[config.mk]
export PLATFORM = sky130hd
export DESIGN_NAME = gpx_port
export DESIGN_NICKNAME = d
export VERILOG_FILES = /design/src/rtl/gpx_pkg.sv /design/src/rtl/gpx_sync.sv /design/src/rtl/gpx_regs.sv /design/src/rtl/gpx_drive.sv /design/src/rtl/gpx_port.sv
export SDC_FILE = /design/constraint.sdc
export NUM_CORES = 1
export LEC_CHECK = 0
export BUFFER_PORTS_ARGS = -buffer_cell sky130_fd_sc_hd__buf_2
export CORE_MARGIN = 8
export CORE_UTILIZATION = 41
export CTS_CLUSTER_SIZE = 30
export DETAILED_ROUTE_END_ITERATION = 6
export PLACE_DENSITY = 0.76
export SLEW_MARGIN = 25
export SYNTH_ARGS = -nofsm -noshare
export SYNTH_HDL_FRONTEND = slang
export SYNTH_HIERARCHICAL = 1
export SYNTH_SLANG_ARGS = --single-unit
[constraint.sdc]
create_clock -name clk -period 5 [get_ports clk]
set_clock_uncertainty 0.1 [all_clocks]
set_input_delay 1.25 -clock clk [delete_from_list [all_inputs] [get_ports clk]]
set_output_delay 1.25 -clock clk [all_outputs]
set_load 0.01 [all_outputs]
[src/rtl/gpx_pkg.sv]
package gpx_pkg;

    typedef logic [7:0] byte_t;

    typedef enum logic [2:0] {
        SEL_NONE,
        SEL_DIR,
        SEL_DATA,
        SEL_INV,
        SEL_CTRL,
        SEL_MODE
    } sel_e;

    typedef struct packed {
        byte_t dir;
        byte_t data;
        byte_t inv;
    } port_regs_t;

    function automatic byte_t pin_mask(input int n);
        return byte_t'((9'd1 << n) - 9'd1);
    endfunction

    function automatic sel_e decode_sel(
        input byte_t addr,
        input byte_t dev,
        input byte_t dev_id,
        input byte_t base,
        input byte_t ctrl_idx,
        input byte_t mode_idx
    );
        sel_e s;
        s = SEL_NONE;
        if (addr == mode_idx) begin
            s = SEL_MODE;
        end else if (dev == dev_id) begin
            if (addr == ctrl_idx)          s = SEL_CTRL;
            else if (addr == base)         s = SEL_DIR;
            else if (addr == base + 8'd1)  s = SEL_DATA;
            else if (addr == base + 8'd2)  s = SEL_INV;
        end
        return s;
    endfunction

endpackage

[src/rtl/gpx_sync.sv]
module gpx_sync #(
    parameter int WIDTH = 8
) (
    input  logic             clk,
    input  logic             rst,
    input  logic [WIDTH-1:0] d,
    output logic [WIDTH-1:0] q
);
    logic [WIDTH-1:0] stage1;
    logic [WIDTH-1:0] stage2;

    always_ff @(posedge clk) begin
        if (rst) begin
            stage1 <= '0;
            stage2 <= '0;
        end else begin
            stage1 <= d;
            stage2 <= stage1;
        end
    end

    assign q = stage2;
endmodule

[src/rtl/gpx_regs.sv]
module gpx_regs
    import gpx_pkg::*;
#(
    parameter int    PIN_COUNT = 8,
    parameter byte_t DEV_ID    = 8'h09,
    parameter int    PORT_SLOT = 0,
    parameter byte_t EN_IDX    = 8'h30,
    parameter int    EN_BIT    = 0,
    parameter byte_t MODE_IDX  = 8'h2C,
    parameter int    MODE_BIT  = 6
) (
    input  logic       clk,
    input  logic       rst,
    input  byte_t      dev_sel,
    input  byte_t      reg_addr,
    input  byte_t      reg_wdata,
    input  logic       reg_we,
    input  byte_t      pad_sync,
    output port_regs_t regs,
    output logic       port_en,
    output logic       push_pull,
    output byte_t      reg_rdata
);
    localparam byte_t MASK = pin_mask(PIN_COUNT);
    localparam byte_t BASE = 8'hE0 + byte_t'(4 * PORT_SLOT);

    port_regs_t regs_q;
    logic       en_q;
    logic       mode_q;
    sel_e       sel;

    assign sel = decode_sel(reg_addr, dev_sel, DEV_ID, BASE, EN_IDX, MODE_IDX);

    always_ff @(posedge clk) begin
        if (rst) begin
            regs_q.dir  <= MASK;
            regs_q.data <= '0;
            regs_q.inv  <= '0;
            en_q        <= 1'b0;
            mode_q      <= 1'b0;
        end else if (reg_we) begin
            case (sel)
                SEL_DIR:  regs_q.dir  <= reg_wdata & MASK;
                SEL_DATA: regs_q.data <= reg_wdata & MASK;
                SEL_INV:  regs_q.inv  <= reg_wdata & MASK;
                SEL_CTRL: en_q        <= reg_wdata[EN_BIT];
                SEL_MODE: mode_q      <= reg_wdata[MODE_BIT];
                default:  ;
            endcase
        end
    end

    always_comb begin
        case (sel)
            SEL_DIR:  reg_rdata = regs_q.dir;
            SEL_DATA: reg_rdata = (((pad_sync & MASK) ^ regs_q.inv) & regs_q.dir)
                                | (regs_q.data & ~regs_q.dir);
            SEL_INV:  reg_rdata = regs_q.inv;
            SEL_CTRL: reg_rdata = byte_t'({7'd0, en_q}) << EN_BIT;
            SEL_MODE: reg_rdata = byte_t'({7'd0, mode_q}) << MODE_BIT;
            default:  reg_rdata = '0;
        endcase
    end

    assign regs      = regs_q;
    assign port_en   = en_q;
    assign push_pull = mode_q;

    AST_RESET_ALL_INPUT: assert property (@(posedge clk) disable iff (rst)
        $past(rst) |-> (regs_q.dir == MASK && !en_q && !mode_q));

    AST_FOREIGN_BANK_HOLDS: assert property (@(posedge clk) disable iff (rst)
        (reg_we && dev_sel != DEV_ID && reg_addr != MODE_IDX)
        |=> ($stable(regs_q) && $stable(en_q)));
endmodule

[src/rtl/gpx_drive.sv]
module gpx_drive #(
    parameter int PIN_COUNT = 8
) (
    input  logic                 clk,
    input  logic                 rst,
    input  logic [PIN_COUNT-1:0] dir,
    input  logic [PIN_COUNT-1:0] data,
    input  logic [PIN_COUNT-1:0] inv,
    input  logic                 port_en,
    input  logic                 push_pull,
    output logic [PIN_COUNT-1:0] pin_out,
    output logic [PIN_COUNT-1:0] pin_oe
);
    for (genvar i = 0; i < PIN_COUNT; i++) begin : g_pin
        logic level;
        logic active;
        assign level      = data[i] ^ inv[i];
        assign active     = port_en & ~dir[i];
        assign pin_out[i] = push_pull & level;
        assign pin_oe[i]  = active & (push_pull | ~level);
    end

    AST_DISABLED_NO_OE: assert property (@(posedge clk) disable iff (rst)
        !port_en |-> (pin_oe == '0));

    AST_INPUT_NO_OE: assert property (@(posedge clk) disable iff (rst)
        ((pin_oe & dir) == '0));

    AST_OD_OUT_LOW: assert property (@(posedge clk) disable iff (rst)
        !push_pull |-> (pin_out == '0));
endmodule

[src/rtl/gpx_port.sv]
module gpx_port
    import gpx_pkg::*;
#(
    parameter int    PIN_COUNT = 8,
    parameter byte_t DEV_ID    = 8'h09,
    parameter int    PORT_SLOT = 0,
    parameter byte_t EN_IDX    = 8'h30,
    parameter int    EN_BIT    = 0,
    parameter byte_t MODE_IDX  = 8'h2C,
    parameter int    MODE_BIT  = 6
) (
    input  logic                 clk,
    input  logic                 rst,
    input  logic [7:0]           dev_sel,
    input  logic [7:0]           reg_addr,
    input  logic [7:0]           reg_wdata,
    input  logic                 reg_we,
    output logic [7:0]           reg_rdata,
    input  logic [PIN_COUNT-1:0] pin_in,
    output logic [PIN_COUNT-1:0] pin_out,
    output logic [PIN_COUNT-1:0] pin_oe
);
    logic [PIN_COUNT-1:0] pad_sync;
    byte_t                pad_ext;
    port_regs_t           regs;
    logic                 port_en;
    logic                 push_pull;

    gpx_sync #(.WIDTH(PIN_COUNT)) u_sync (
        .clk (clk),
        .rst (rst),
        .d   (pin_in),
        .q   (pad_sync)
    );

    assign pad_ext = byte_t'(pad_sync);

    gpx_regs #(
        .PIN_COUNT (PIN_COUNT),
        .DEV_ID    (DEV_ID),
        .PORT_SLOT (PORT_SLOT),
        .EN_IDX    (EN_IDX),
        .EN_BIT    (EN_BIT),
        .MODE_IDX  (MODE_IDX),
        .MODE_BIT  (MODE_BIT)
    ) u_regs (
        .clk       (clk),
        .rst       (rst),
        .dev_sel   (dev_sel),
        .reg_addr  (reg_addr),
        .reg_wdata (reg_wdata),
        .reg_we    (reg_we),
        .pad_sync  (pad_ext),
        .regs      (regs),
        .port_en   (port_en),
        .push_pull (push_pull),
        .reg_rdata (reg_rdata)
    );

    gpx_drive #(.PIN_COUNT(PIN_COUNT)) u_drive (
        .clk       (clk),
        .rst       (rst),
        .dir       (regs.dir[PIN_COUNT-1:0]),
        .data      (regs.data[PIN_COUNT-1:0]),
        .inv       (regs.inv[PIN_COUNT-1:0]),
        .port_en   (port_en),
        .push_pull (push_pull),
        .pin_out   (pin_out),
        .pin_oe    (pin_oe)
    );
endmodule

==> tab_implementation.tex <==
\begin{tabular}{lr}
\hline
Metric & Value \\
\hline
\multicolumn{2}{l}{\textbf{Global routing}} \\
Gr ovfl total & 0 \\
First-pass GRT wire length & 8970 um \\
Vias in the first global route & 1926 \\
Total track usage & 14.68\% \\
Maximum number of pins on one net before global-route repair & 43 \\
Initial antenna violation count & 0 \\
\multicolumn{2}{l}{\textbf{Drt}} \\
Vias post-DR & 1873 \\
\# DRC & 0 \\
Number of search-and-repair iterations in the first detailed-routing pass & 4 \\
Final antenna-violating net count & 0 \\
Routed len/inst & 14.25 um \\
Vias per std cell & 5.035 \\
Overall routed net length & 5301 um \\
DR iter-0 viols & 86 \\
\multicolumn{2}{l}{\textbf{Min path}} \\
Worst Hold Launch & u\_sync/stage1[6] \\
WHS Path Cells & 1 \\
Min-delay worst type & register to register \\
Min-Delay Endpoint & u\_sync/q[6] \\
\multicolumn{2}{l}{\textbf{Timing}} \\
Final setup violating endpoints & 0 \\
Post-route minimum period & 4.309 ns \\
Slew at the pin closest to its max-slew limit & 0.8220 ns \\
Max-slew violation total from the final report & 0 \\
RSZ-0062 raised after global routing & false \\
F\_max & 232.1 MHz \\
Hold Violations, Final & 0 \\
Period utilization & 86.19\% \\
Sum of negative setup slack & 0 ns \\
Worst Hold Margin & 0.3416 ns \\
Max-slew headroom at the worst pin & 44.79\% \\
\multicolumn{2}{l}{\textbf{Synth}} \\
Number of standard cells after synthesis & 239 \\
Leading cell type by number of instances after synthesis & sky130\_fd\_sc\_hd\_\_dfxtp\_1 \\
Post-synthesis average cell area & 9.010 um\^{}2 \\
Syn\_nets & 274 \\
Synth unique cells & 44 \\
Top cells by area in the synthesized netlist & sky130\_fd\_sc\_hd\_\_dfxtp\_1 39\%, sky130\_fd\_sc\_hd\_\_mux2i\_1 7.9\%, sky130\_fd\_sc\_hd\_\_nor2\_1 5.9\% \\
Count of flip-flops with a built-in enable after synthesis & 0 \\
Share of flip-flops with an asynchronous set or reset after synthesis & 0\% \\
Mapped cell area & 2153 um\^{}2 \\
Most numerous cell types in the synthesized netlist & 42 x sky130\_fd\_sc\_hd\_\_dfxtp\_1, 34 x sky130\_fd\_sc\_hd\_\_nor2\_1, 17 x sky130\_fd\_sc\_hd\_\_mux2i\_1, 15 x sky130\_fd\_sc\_hd\_\_nand2\_1 \\
FF+latch count, synth & 42 \\
Count of synthesis-stage warnings from yosys & 6 \\
Largest area contributor in the synthesized netlist & sky130\_fd\_sc\_hd\_\_dfxtp\_1 \\
Area share of the largest cell type after synthesis & 39.05\% \\
Primary flip-flop cell chosen by synthesis mapping & sky130\_fd\_sc\_hd\_\_dfxtp\_1 \\
Fraction of the yosys area taken by sequential cells & 39.05\% \\
\multicolumn{2}{l}{\textbf{Pwr}} \\
Power per unit of standard cell area & 240.7 nW/um\^{}2 \\
Maximum VDD drop & 0.1647 mV \\
Leakage power of the design & 1.206 nW \\
Total power of the final layout & 0.0006355 W \\
\multicolumn{2}{l}{\textbf{Critical path}} \\
Worst flop-to-flop path startpoint & u\_regs/port\_en \\
Data required time of the worst path & 3.65 ns \\
Endpoint type of the worst setup path & primary output \\
CP arrival & 2.96 ns \\
Classification of the worst setup path & input pin to primary output \\
Critical R2R Capture & u\_regs/port\_en \\
Reg2Reg Depth & 2 \\
Worst Setup Start Kind & input pin \\
Maximum net fanout on the critical path & 11 \\
R2R setup slack & 3.85 ns \\
\multicolumn{2}{l}{\textbf{Cells and area}} \\
Filler instances & 504 \\
Post-layout net count & 336 \\
Utilization after layout & 52.02\% \\
Number of standard cells in the final layout excluding fillers & 372 \\
Diode insertion count for antenna repair & 0 \\
Area growth, synth to finish & 22.60\% \\
Share of post-route cells with drive strength above 1 & 33.44\% \\
\multicolumn{2}{l}{\textbf{Clock tree}} \\
Clock tree from TritonCTS & done \\
H-tree Lvls & 2 \\
Clock buffer count from CTS & 5 \\
Cells resized by post-CTS repair & 0 \\
Clock transition at the registers of the reported paths & 0.08 ns \\
Number of clock sinks & 42 \\
Max Root-Sink Buffers & 2 \\
Post-CTS repair timing setup buffer count & 0 \\
Source-to-sink clock delay at the later pin of the worst-skew pair & 0.29 ns \\
Count of hold buffers inserted by post-cts repair & 0 \\
CTS root buf & sky130\_fd\_sc\_hd\_\_clkbuf\_8 \\
\multicolumn{2}{l}{\textbf{Floorplan}} \\
DIE HEIGHT & 88.47 um \\
Die area & 7827 um\^{}2 \\
Floorplan row count & 26 \\
Starting utilization of the core area & 42.43\% \\
Number of ports placed on the die boundary & 59 \\
Placeable core area & 5075 um\^{}2 \\
Floorplan die width & 88.47 um \\
\multicolumn{2}{l}{\textbf{Place}} \\
Final weighted congestion of routability-driven global placement & 0.8629 \\
Port Buffer Count & 58 \\
Placed Cells incl. Taps & 364 \\
Sum of net half-perimeters after detailed placement & 3864 um \\
\multicolumn{2}{l}{\textbf{Flow run}} \\
Count of max-cap constraint violations & 0 \\
\multicolumn{2}{l}{\textbf{Run status}} \\
Outcome & complete, no violations \\
\hline
\end{tabular}
flip-flops by register name, indices dropped and copies added (netlist names):
signal,count
u_regs/port_en,1
u_regs/push_pull,1
u_regs/regs,24
u_sync/q,8
u_sync/stage1,8
routing by layer:
metal / part of all wire [%] / vias up / global-route usage (%)
met5: 0 / - / 0
met4: 0.53 / 0 / 5.991
met3: 9.1 / 2 / 3.807
met2: 47 / 62 / 24.78
met1: 43 / 852 / 17.18
li1: - / 957 / -
metrics by stage:
step | cell area (um^2) | setup slack [ns]
2_1_floorplan | 2153 | 0.8143
3_3_place_gp | 2530 | 0.7399
3_5_place_dp | 2530 | 0.6924
4_1_cts | 2640 | 0.6870
5_1_grt | 2640 | 0.4267
6_report | 2640 | 0.6906
worst max path at each step:
stage          slack, ns   startpoint  depth (start not counted)            to
5_1_grt             0.43  reg_addr[1]                          8  reg_rdata[0]
2_1_floorplan       0.81   dev_sel[5]                          4  reg_rdata[6]
6_report            0.69  reg_addr[1]                          8  reg_rdata[0]
3_3_place_gp        0.74  reg_addr[1]                          8  reg_rdata[0]
4_1_cts             0.69  reg_addr[1]                          8  reg_rdata[0]
3_5_place_dp        0.69  reg_addr[1]                          8  reg_rdata[0]
final cells by class:
cell class	count	area, um^2	area share [%]
clock buffers	8	110.1	4.171
flip-flops and latches	42	840.8	31.85
inverters	1	3.754	0.1422
repair buffers	63	327.8	12.42
well taps	70	87.58	3.318
multi-input cells	188	1270	48.10
where the power goes:
part	switching, W	internal [W]	total [W]
clock	0.000112	0.000139	0.000251
sequential	0.00000189	0.000340	0.000342
combinational	0.0000223	0.0000200	0.0000423
cells in the final DEF, fill, tap and decap left out, types with 9 or more instances in the layout:
cell type / count
sky130_fd_sc_hd__nor2_1: 34
sky130_fd_sc_hd__nor2b_1: 14
sky130_fd_sc_hd__o21ai_0: 14
sky130_fd_sc_hd__xor2_1: 9
sky130_fd_sc_hd__mux2i_1: 17
sky130_fd_sc_hd__nand2b_1: 11
sky130_fd_sc_hd__buf_2: 58
sky130_fd_sc_hd__a21oi_1: 11
sky130_fd_sc_hd__dfxtp_1: 42
sky130_fd_sc_hd__nand2_1: 15
critical path, stage by stage:
cell and delay [ns]:
sky130_fd_sc_hd__buf_2 0.13, sky130_fd_sc_hd__nor4b_1 0.51, sky130_fd_sc_hd__a21oi_1 0.17, sky130_fd_sc_hd__buf_4 0.20, sky130_fd_sc_hd__a221oi_1 0.27, sky130_fd_sc_hd__o21ai_0 0.12
sky130_fd_sc_hd__a21o_1 0.18, sky130_fd_sc_hd__buf_2 0.13
logic make-up after synthesis:
logic type	synth area share (%)
xor gates and xnor gates	4.068
muxes	7.902
DFF	39.05
and+or+nand+nor	31.84
AOI/OAI and AO/OA	15.17
buffers and inverters	1.975
(Power assumes the default switching activity.)
